[src/rtl/lp_sos_pkg.sv]
package lp_sos_pkg;
  // term word: [5] in use, [4] subtract, [3:0] left shift
  localparam int TERM_W  = 6;
  localparam int SHIFT_W = 4;
  localparam int NCOEF   = 5;   // slot order: b0, b1, b2, a1, a2

  function automatic logic [TERM_W-1:0] t_add(input int s);
    logic [SHIFT_W-1:0] sh;
    sh = SHIFT_W'(s);
    return {2'b10, sh};
  endfunction

  function automatic logic [TERM_W-1:0] t_sub(input int s);
    logic [SHIFT_W-1:0] sh;
    sh = SHIFT_W'(s);
    return {2'b11, sh};
  endfunction

  function automatic logic [TERM_W-1:0] t_nil();
    return '0;
  endfunction

  function automatic bit term_used(input logic [TERM_W-1:0] t);
    return t[TERM_W-1];
  endfunction

  function automatic bit term_neg(input logic [TERM_W-1:0] t);
    return t[TERM_W-2];
  endfunction

  function automatic int term_shift(input logic [TERM_W-1:0] t);
    return int'(t[SHIFT_W-1:0]);
  endfunction
endpackage

[src/rtl/lp_sos_csd_sum.sv]
module lp_sos_csd_sum
  import lp_sos_pkg::*;
#(
  parameter int DW = 14,
  parameter int AW = 22,
  parameter int NT = 2,
  parameter logic [NCOEF-1:0][NT-1:0][TERM_W-1:0] TERMS = '0,
  parameter logic [NCOEF-1:0] FB_MASK = 5'b11000
) (
  input  logic [NCOEF-1:0][DW-1:0] ops,
  output logic [AW-1:0]            acc
);
  localparam int NSLOT = NCOEF * NT;
  localparam int EXT   = AW - DW;

  logic [AW-1:0] chain [0:NSLOT];
  assign chain[0] = '0;

  for (genvar c = 0; c < NCOEF; c++) begin : g_coef
    for (genvar t = 0; t < NT; t++) begin : g_slot
      localparam int K = c * NT + t;
      localparam logic [TERM_W-1:0] TV = TERMS[c][t];
      if (term_used(TV)) begin : g_term
        localparam bit SUB = term_neg(TV) ^ FB_MASK[c];
        localparam int SH  = term_shift(TV);
        logic [AW-1:0] part;
        assign part = {{EXT{ops[c][DW-1]}}, ops[c]} << SH;
        if (SUB) begin : g_sub
          assign chain[K+1] = chain[K] - part;
        end else begin : g_add
          assign chain[K+1] = chain[K] + part;
        end
      end else begin : g_skip
        assign chain[K+1] = chain[K];
      end
    end
  end

  assign acc = chain[NSLOT];
endmodule

[src/rtl/lp_sos_stage.sv]
module lp_sos_stage
  import lp_sos_pkg::*;
#(
  parameter int DW = 14,
  parameter int AW = 22,
  parameter int NT = 2,
  parameter logic [NCOEF-1:0][NT-1:0][TERM_W-1:0] TERMS = '0
) (
  input  logic          clk,
  input  logic          rst,
  input  logic          in_valid,
  output logic          in_ready,
  input  logic [DW-1:0] in_data,
  output logic          out_valid,
  input  logic          out_ready,
  output logic [DW-1:0] out_data
);
  localparam int FRAC = AW - DW;

  logic [DW-1:0] x1, x2, y2;
  logic [AW-1:0] acc;
  logic          take;

  assign in_ready = !out_valid || out_ready;
  assign take     = in_valid && in_ready;

  lp_sos_csd_sum #(
    .DW(DW), .AW(AW), .NT(NT), .TERMS(TERMS), .FB_MASK(5'b11000)
  ) u_sum (
    .ops({y2, out_data, x2, x1, in_data}),
    .acc(acc)
  );

  always_ff @(posedge clk) begin
    if (rst) begin
      x1        <= '0;
      x2        <= '0;
      y2        <= '0;
      out_data  <= '0;
      out_valid <= 1'b0;
    end else if (take) begin
      x1        <= in_data;
      x2        <= x1;
      y2        <= out_data;
      out_data  <= acc[AW-1:FRAC];
      out_valid <= 1'b1;
    end else if (out_ready) begin
      out_valid <= 1'b0;
    end
  end
endmodule

[src/rtl/lp_sos_cascade.sv]
module lp_sos_cascade
  import lp_sos_pkg::*;
#(
  parameter int DW = 14,
  parameter int AW = 22,
  parameter int NT = 2,
  parameter logic [NCOEF-1:0][NT-1:0][TERM_W-1:0] S1_TERMS = {
    {t_add(5), t_add(7)},   // a2 = 160
    {t_sub(7), t_sub(8)},   // a1 = -384
    {t_nil(),  t_add(3)},   // b2 = 8
    {t_nil(),  t_add(4)},   // b1 = 16
    {t_nil(),  t_add(3)}    // b0 = 8
  },
  parameter logic [NCOEF-1:0][NT-1:0][TERM_W-1:0] S2_TERMS = {
    {t_nil(),  t_add(7)},   // a2 = 128
    {t_sub(6), t_sub(8)},   // a1 = -320
    {t_nil(),  t_add(4)},   // b2 = 16
    {t_nil(),  t_add(5)},   // b1 = 32
    {t_nil(),  t_add(4)}    // b0 = 16
  }
) (
  input  logic          clk,
  input  logic          rst,
  input  logic          in_valid,
  output logic          in_ready,
  input  logic [DW-1:0] in_data,
  output logic          out_valid,
  input  logic          out_ready,
  output logic [DW-1:0] out_data
);
  logic          s1_valid, s2_ready;
  logic [DW-1:0] s1_data;

  lp_sos_stage #(.DW(DW), .AW(AW), .NT(NT), .TERMS(S1_TERMS)) u_s1 (
    .clk(clk), .rst(rst),
    .in_valid(in_valid), .in_ready(in_ready), .in_data(in_data),
    .out_valid(s1_valid), .out_ready(s2_ready), .out_data(s1_data)
  );

  lp_sos_stage #(.DW(DW), .AW(AW), .NT(NT), .TERMS(S2_TERMS)) u_s2 (
    .clk(clk), .rst(rst),
    .in_valid(s1_valid), .in_ready(s2_ready), .in_data(s1_data),
    .out_valid(out_valid), .out_ready(out_ready), .out_data(out_data)
  );
endmodule

[config.mk]
export PLATFORM = sky130hd
export DESIGN_NAME = lp_sos_cascade
export DESIGN_NICKNAME = d
export VERILOG_FILES = /design/src/rtl/lp_sos_pkg.sv /design/src/rtl/lp_sos_csd_sum.sv /design/src/rtl/lp_sos_stage.sv /design/src/rtl/lp_sos_cascade.sv
export SDC_FILE = /design/constraint.sdc
export NUM_CORES = 1
export LEC_CHECK = 0
export BUFFER_PORTS_ARGS = -buffer_cell sky130_fd_sc_hd__buf_2
export CAP_MARGIN = 20
export CORE_MARGIN = 2
export CORE_UTILIZATION = 60
export DETAILED_ROUTE_END_ITERATION = 6
export PLACE_DENSITY_LB_ADDON = 0.12
export SLEW_MARGIN = 25
export SYNTH_ARGS = -nofsm -noshare
export SYNTH_HDL_FRONTEND = slang
export SYNTH_SLANG_ARGS = --single-unit
export TNS_END_PERCENT = 20
[constraint.sdc]
create_clock -name clk -period 7.7 [get_ports clk]
set_input_delay 1.54 -clock clk [delete_from_list [all_inputs] [get_ports clk]]
set_output_delay 1.54 -clock clk [all_outputs]
set_load 0.02 [all_outputs]
==> impl_metrics.toml, run 1 <==
[cells_and_area]
synthToLayoutAreaGrowth_pct = 9.49
fin_nets = 1342
num_antenna_cells = 0
final_area_um2 = 10400
num-fill-cells = 1270
drive_gt1_frac = 0.0689

[setup_path]
reg2reg_depth = 26
worstSetupPathType = "in2reg"
endpoint = "u_s1.out_data[13]"
crit_required_ns = 8.02
rrSetupSlack_ns = 1.35
cp-end-kind = "flop"
r2r-end = "u_s1.out_data[13]"
crit_start = "in_data[1]"
cp_max_fo = 6
cp-start-kind = "input pin"
r2r_start = "u_s1.x1[0]"
cp_data_arrival_time_ns = 7.59

[clocking]
htreeDepth = 4
numCtsBuffers = 17
clkTransAtPathRegs_ns = 0.06
cts_setup_buffers = 0
clockRootBuffer = "clkbuf_16"
ctsResizeCount = 0
cts_buffer_depth = 2
clkLatencyLatePin_ns = 0.41
cts_tree = "done"
cts_hold_buf = 0
cts_sinks = 114

[synthesis]
yosys_warnings = 0
synth.avg_cell_area_um2 = 8.28
ys_ff_latch = 114
ys.flop_type = "dfxtp_1"
synth_area_um2 = 9460
synth_seq_area_share = 0.241
syn_inst = 1143
synth_cell_type_count = 53
postSynth.asyncResetShare = 0
syn-num-nets = 1337
synth_edf_count = 0

[die]
start_util = 0.618
die_h_um = 130
ioPinCount = 34
num_rows = 45
die_area_um2 = 16800
die_w_um = 130
fp.coreArea_um2 = 15300

[grt]
antenna_found_initial = 0
grt.overflow.total = 0
grt_use_total = 0.248
grt_pass1_wl_um = 33400
grt_max_degree = 93
grt_pass1_vias = 7304

[timing]
min_period_ns = 7.27
setup_violations = 0
relSlewSlack = 0.356
finalWorstSetupSlack_ns = 0.433
finalHoldViolations = 0
tns_ns = 0
period_share = 0.944
rsz0062_at_grt = "false"
worst_slew_pin_slew_ns = 0.966
max_freq_mhz = 138
slew_violations = 0
clock_skew_ns = 0.00773

[route]
drt_pass1_iterations = 4
vias = 7343
ant_nets = 0
avgRoutedWirePerCell_um = 13.9
drc = 0
wl_um = 19000
drt-initial-drc-count = 301
via_per_inst = 5.35

[placement]
pre_cts_slack_ns = 0.0836
placed_area_um2 = 9700
place_hpwl_um = 13700
portBuffers = 33
place.gp.congestion = 0.893

[run]
maxCapViolations = 0

[worst_hold_path]
hp-class = "reg2reg"

[outcome]
status = "completed"
synthesized netlist by cell type (3+ instances only):
cell type / count / area (µm²)
inv_1: 156 / 586
a21o_1: 19 / 143
and3b_1: 3 / 26.3
fa_1: 97 / 1940
or3_1: 7 / 43.8
nor2b_1: 8 / 50.1
a21oi_1: 142 / 711
nand2b_1: 12 / 75.1
buf_1: 7 / 26.3
o211ai_1: 6 / 45.0
a21boi_0: 3 / 22.5
nand3_1: 11 / 55.1
a211oi_1: 6 / 45.0
o31ai_1: 4 / 30.0
nor3b_1: 3 / 22.5
o21ai_0: 31 / 155
clkbuf_1: 30 / 113
nand4_1: 5 / 31.3
xor2_1: 19 / 166
buf_4: 14 / 105
ha_1: 79 / 988
nor3_1: 11 / 55.1
o21bai_1: 10 / 75.1
o21a_1: 14 / 105
dfxtp_1: 114 / 2280
nor2_1: 37 / 139
a31oi_1: 9 / 56.3
or4_1: 3 / 22.5
nand2_1: 226 / 848
xnor2_1: 25 / 219
per-stage QoR:
step	utilization	std cells	hold slack [ns]
after floorplan	-	1143	0.436
after global placement	0.633	1340	0.444
after detailed placement	0.633	1340	0.450
after CTS	0.676	1372	0.458
after global routing	0.677	1372	0.480
final	0.677	1372	0.455
kinds of logic after synthesis:
| group | count (synthesis) | share of synthesized area |
|---|---|---|
| AO/OA/AOI/OAI | 266 | 0.168 |
| multiplexers | 2 | 0.00212 |
| buffers and inverters | 208 | 0.0882 |
| AND/OR/NAND/NOR | 333 | 0.150 |
| adder cells (fa/ha/maj) | 176 | 0.310 |
| flip-flops | 114 | 0.241 |
| XOR/XNOR | 44 | 0.0407 |
critical path, stage by stage:
cell and delay, ns:
buf_2 0.11, fa_1 0.53, ha_1 0.16, inv_1 0.05, fa_1 0.40, nor2b_1 0.13
o21a_1 0.13, o21ai_0 0.14, nand2b_1 0.16, a31oi_1 0.13, o21ai_0 0.40, xnor2_1 0.17
fa_1 0.51, inv_1 0.05, fa_1 0.50, inv_1 0.05, fa_1 0.51, inv_1 0.05
ha_1 0.38, a211oi_1 0.28, nand2_1 0.11, a31o_2 0.23, o31ai_2 0.08, o31ai_2 0.12
xnor2_1 0.14, or4_1 0.40, o311ai_1 0.09
routing by layer:
metal,vias to the layer above,track usage,part of all wire
met5,-,0,0
met4,0,0.0633,0.013
met3,20,0.0467,0.019
met2,60,0.440,0.52
met1,3528,0.312,0.45
li1,3735,-,-
worst min path at each step:
stage	start	to	slack, ns	depth (start not counted)
2_1_floorplan	u_s2.y2[0]	u_s2.y2[0]	0.44	2
3_3_place_gp	u_s2.y2[2]	u_s2.y2[2]	0.44	2
3_5_place_dp	u_s2.y2[0]	u_s2.y2[0]	0.45	2
4_1_cts	u_s2.y2[0]	u_s2.y2[0]	0.46	2
5_1_grt	u_s2.y2[2]	u_s2.y2[2]	0.48	2
6_report	u_s2.y2[0]	u_s2.y2[0]	0.45	2
final cells by class:
cell class | instances | area (µm²) | area share
clock buffers | 23 | 488 | 0.0471
repair buffers | 38 | 205 | 0.0198
flip-flops and latches | 114 | 2280 | 0.220
multi-input cells | 821 | 6360 | 0.614
well taps | 211 | 264 | 0.0255
inverters | 156 | 586 | 0.0565
clock inverters | 9 | 175 | 0.0169
cells in the final DEF, fill, tap and decap left out, types with 5 or more instances in the layout:
master	instances
nor2b_1	7
xnor2_1	25
buf_4	6
o21ai_0	31
o21a_1	14
nand2_1	225
fa_1	97
dfxtp_1	114
o21bai_1	10
bufinv_16	5
or3_1	7
xor2_1	19
ha_1	79
inv_1	156
clkbuf_16	17
nor3_1	11
nand3_1	11
a21oi_1	142
a211oi_1	6
nand2b_1	11
o211ai_1	6
buf_2	32
a31oi_1	9
nor2_1	37
nand4_1	5
a21o_1	19
state kept, by name, indices dropped and copies added, names as in the netlist:
register,flops
u_s1.y2,14
u_s2.out_data,14
u_s1.x2,14
u_s2.x2,14
u_s2.x1,14
u_s1.x1,14
u_s2.y2,14
u_s1.out_data,14
u_s2.out_valid,1
u_s1.out_valid,1
Power of run 1 is left out: the tool's default activity adds up to more than one toggle a clock period on the data nets, which glitch-free logic cannot reach.
==> run 2: changes to the inputs <==
--- a/config.mk
+++ b/config.mk
@@ -7,8 +7,8 @@
 export LEC_CHECK = 0
 export BUFFER_PORTS_ARGS = -buffer_cell sky130_fd_sc_hd__buf_2
 export CAP_MARGIN = 20
-export CORE_MARGIN = 2
 export CORE_UTILIZATION = 60
+export CTS_BUF_LIST = sky130_fd_sc_hd__clkbuf_4 sky130_fd_sc_hd__clkbuf_8
 export DETAILED_ROUTE_END_ITERATION = 6
 export PLACE_DENSITY_LB_ADDON = 0.12
 export SLEW_MARGIN = 25
==> constraint.sdc (replaced) <==
create_clock -name clk -period 7.7 [get_ports clk]
set_input_delay 1.54 -clock clk [delete_from_list [all_inputs] [get_ports clk]]
set_output_delay 1.54 -clock clk [all_outputs]
set_load 0.005 [all_outputs]
==> run 2 against run 1 <==
Effect of this change: die area decreased by 3.1%; sequential share of layout area increased by 0.36 points; clock-buffer cell count decreased by 3; cell area decreased by 1.6%; register-to-register slack improved by 0.19 ns; critical path type unchanged; maximum frequency increased by 3.2%; non-clock buffer count unchanged; worst setup slack improved by 0.23 ns; global-route usage increased by 0.89 points; first-iteration DRC count increased by 3.3%.
==> impl_metrics.toml, run 2 (synthesis results as in run 1) <==
[grt]
grt_pass1_wl_um = 33200
grt.overflow.total = 0
grt_pass1_vias = 7270
antenna_found_initial = 0
grt_use_total = 0.257
grt_max_degree = 88

[route]
wl_um = 19300
drc = 0
avgRoutedWirePerCell_um = 14.0
ant_nets = 0
drt-initial-drc-count = 311
via_per_inst = 5.30
drt_pass1_iterations = 5
vias = 7274

[setup_path]
cp_max_fo = 6
rrSetupSlack_ns = 1.54
cp_data_arrival_time_ns = 7.40
crit_required_ns = 8.06
cp-end-kind = "flop"
cp-start-kind = "input pin"
worstSetupPathType = "in2reg"

[clocking]
ctsResizeCount = 0
clkLatencyLatePin_ns = 0.46
cts_tree = "done"
cts_sinks = 114
clockRootBuffer = "clkbuf_8"
numCtsBuffers = 17
cts_setup_buffers = 0
cts_hold_buf = 0
cts_buffer_depth = 2
clkTransAtPathRegs_ns = 0.08
htreeDepth = 4

[die]
die_area_um2 = 16300
die_w_um = 128
num_rows = 45
fp.coreArea_um2 = 15300
ioPinCount = 34
die_h_um = 128
start_util = 0.618

[placement]
portBuffers = 33
place_hpwl_um = 14000
place.gp.congestion = 0.827

[cells_and_area]
num-fill-cells = 1318
synthToLayoutAreaGrowth_pct = 7.72
num_antenna_cells = 0
final_common_cell = "nand2_1"
drive_gt1_frac = 0.0706
fin_nets = 1342
layout_common_cells = "225 x nand2_1, 156 x inv_1, 142 x a21oi_1, 114 x dfxtp_1, 97 x fa_1"

[timing]
rsz0062_at_grt = "false"
relSlewSlack = 0.394
tns_ns = 0
slew_violations = 0
period_share = 0.914
setup_violations = 0
finalHoldViolations = 0
max_freq_mhz = 142
worst_slew_pin_slew_ns = 0.909
clock_skew_ns = 0.0128
min_period_ns = 7.04

[worst_hold_path]
hp-class = "reg2reg"

[run]
maxCapViolations = 0

[outcome]
status = "completed"
## run 2: path summary, 6_finish.rpt
path | end | start | cells after the start
max reg2reg | u_s1.out_data[13] | u_s1.x1[0] | 26
min | u_s2.y2[0] | u_s2.y2[0] | 2
max | u_s1.out_data[13] | in_data[1] | 27
min reg2reg | u_s2.y2[0] | u_s2.y2[0] | 2
## run 2: per-stage QoR
step	util	hold WS, ns	instances	cell area [µm²]	setup slack [ns]
after floorplan	-	0.436	1143	9460	0.734
after global placement	0.633	0.444	1340	9700	0.285
after detailed placement	0.633	0.450	1340	9700	0.214
after CTS	0.666	0.461	1372	10200	0.680
after global routing	0.666	0.485	1372	10200	0.329
final	0.666	0.457	1372	10200	0.659
## run 2: metal layers
metal,share of wire,track usage
met5,0,0
met3,0.029,0.0532
met4,0.019,0.0768
met2,0.52,0.452
met1,0.44,0.317
## run 2: layout make-up
type | count | area [µm²] | share of cell area
tap | 211 | 264 | 0.0259
timing repair buffer | 38 | 205 | 0.0201
multi-input combinational | 821 | 6360 | 0.624
clock inverter | 12 | 226 | 0.0222
clock buffer | 20 | 269 | 0.0264
sequential | 114 | 2280 | 0.224
inverter | 156 | 586 | 0.0574
## run 2: worst max-delay path: stages
cell	delay, ns
buf_2	0.12
fa_1	0.54
ha_1	0.16
inv_1	0.06
fa_1	0.40
nor2b_1	0.13
o21a_1	0.14
o21ai_0	0.11
nand2b_1	0.12
a31oi_1	0.11
o21ai_0	0.37
xnor2_1	0.17
fa_1	0.50
inv_1	0.05
fa_1	0.50
inv_1	0.05
fa_1	0.50
inv_1	0.04
ha_1	0.36
a211oi_1	0.26
nand2_1	0.11
a31o_2	0.23
o31ai_2	0.09
o31ai_2	0.11
xnor2_1	0.14
or4_1	0.40
o311ai_1	0.09
Power of run 2 is left out for the same reason.
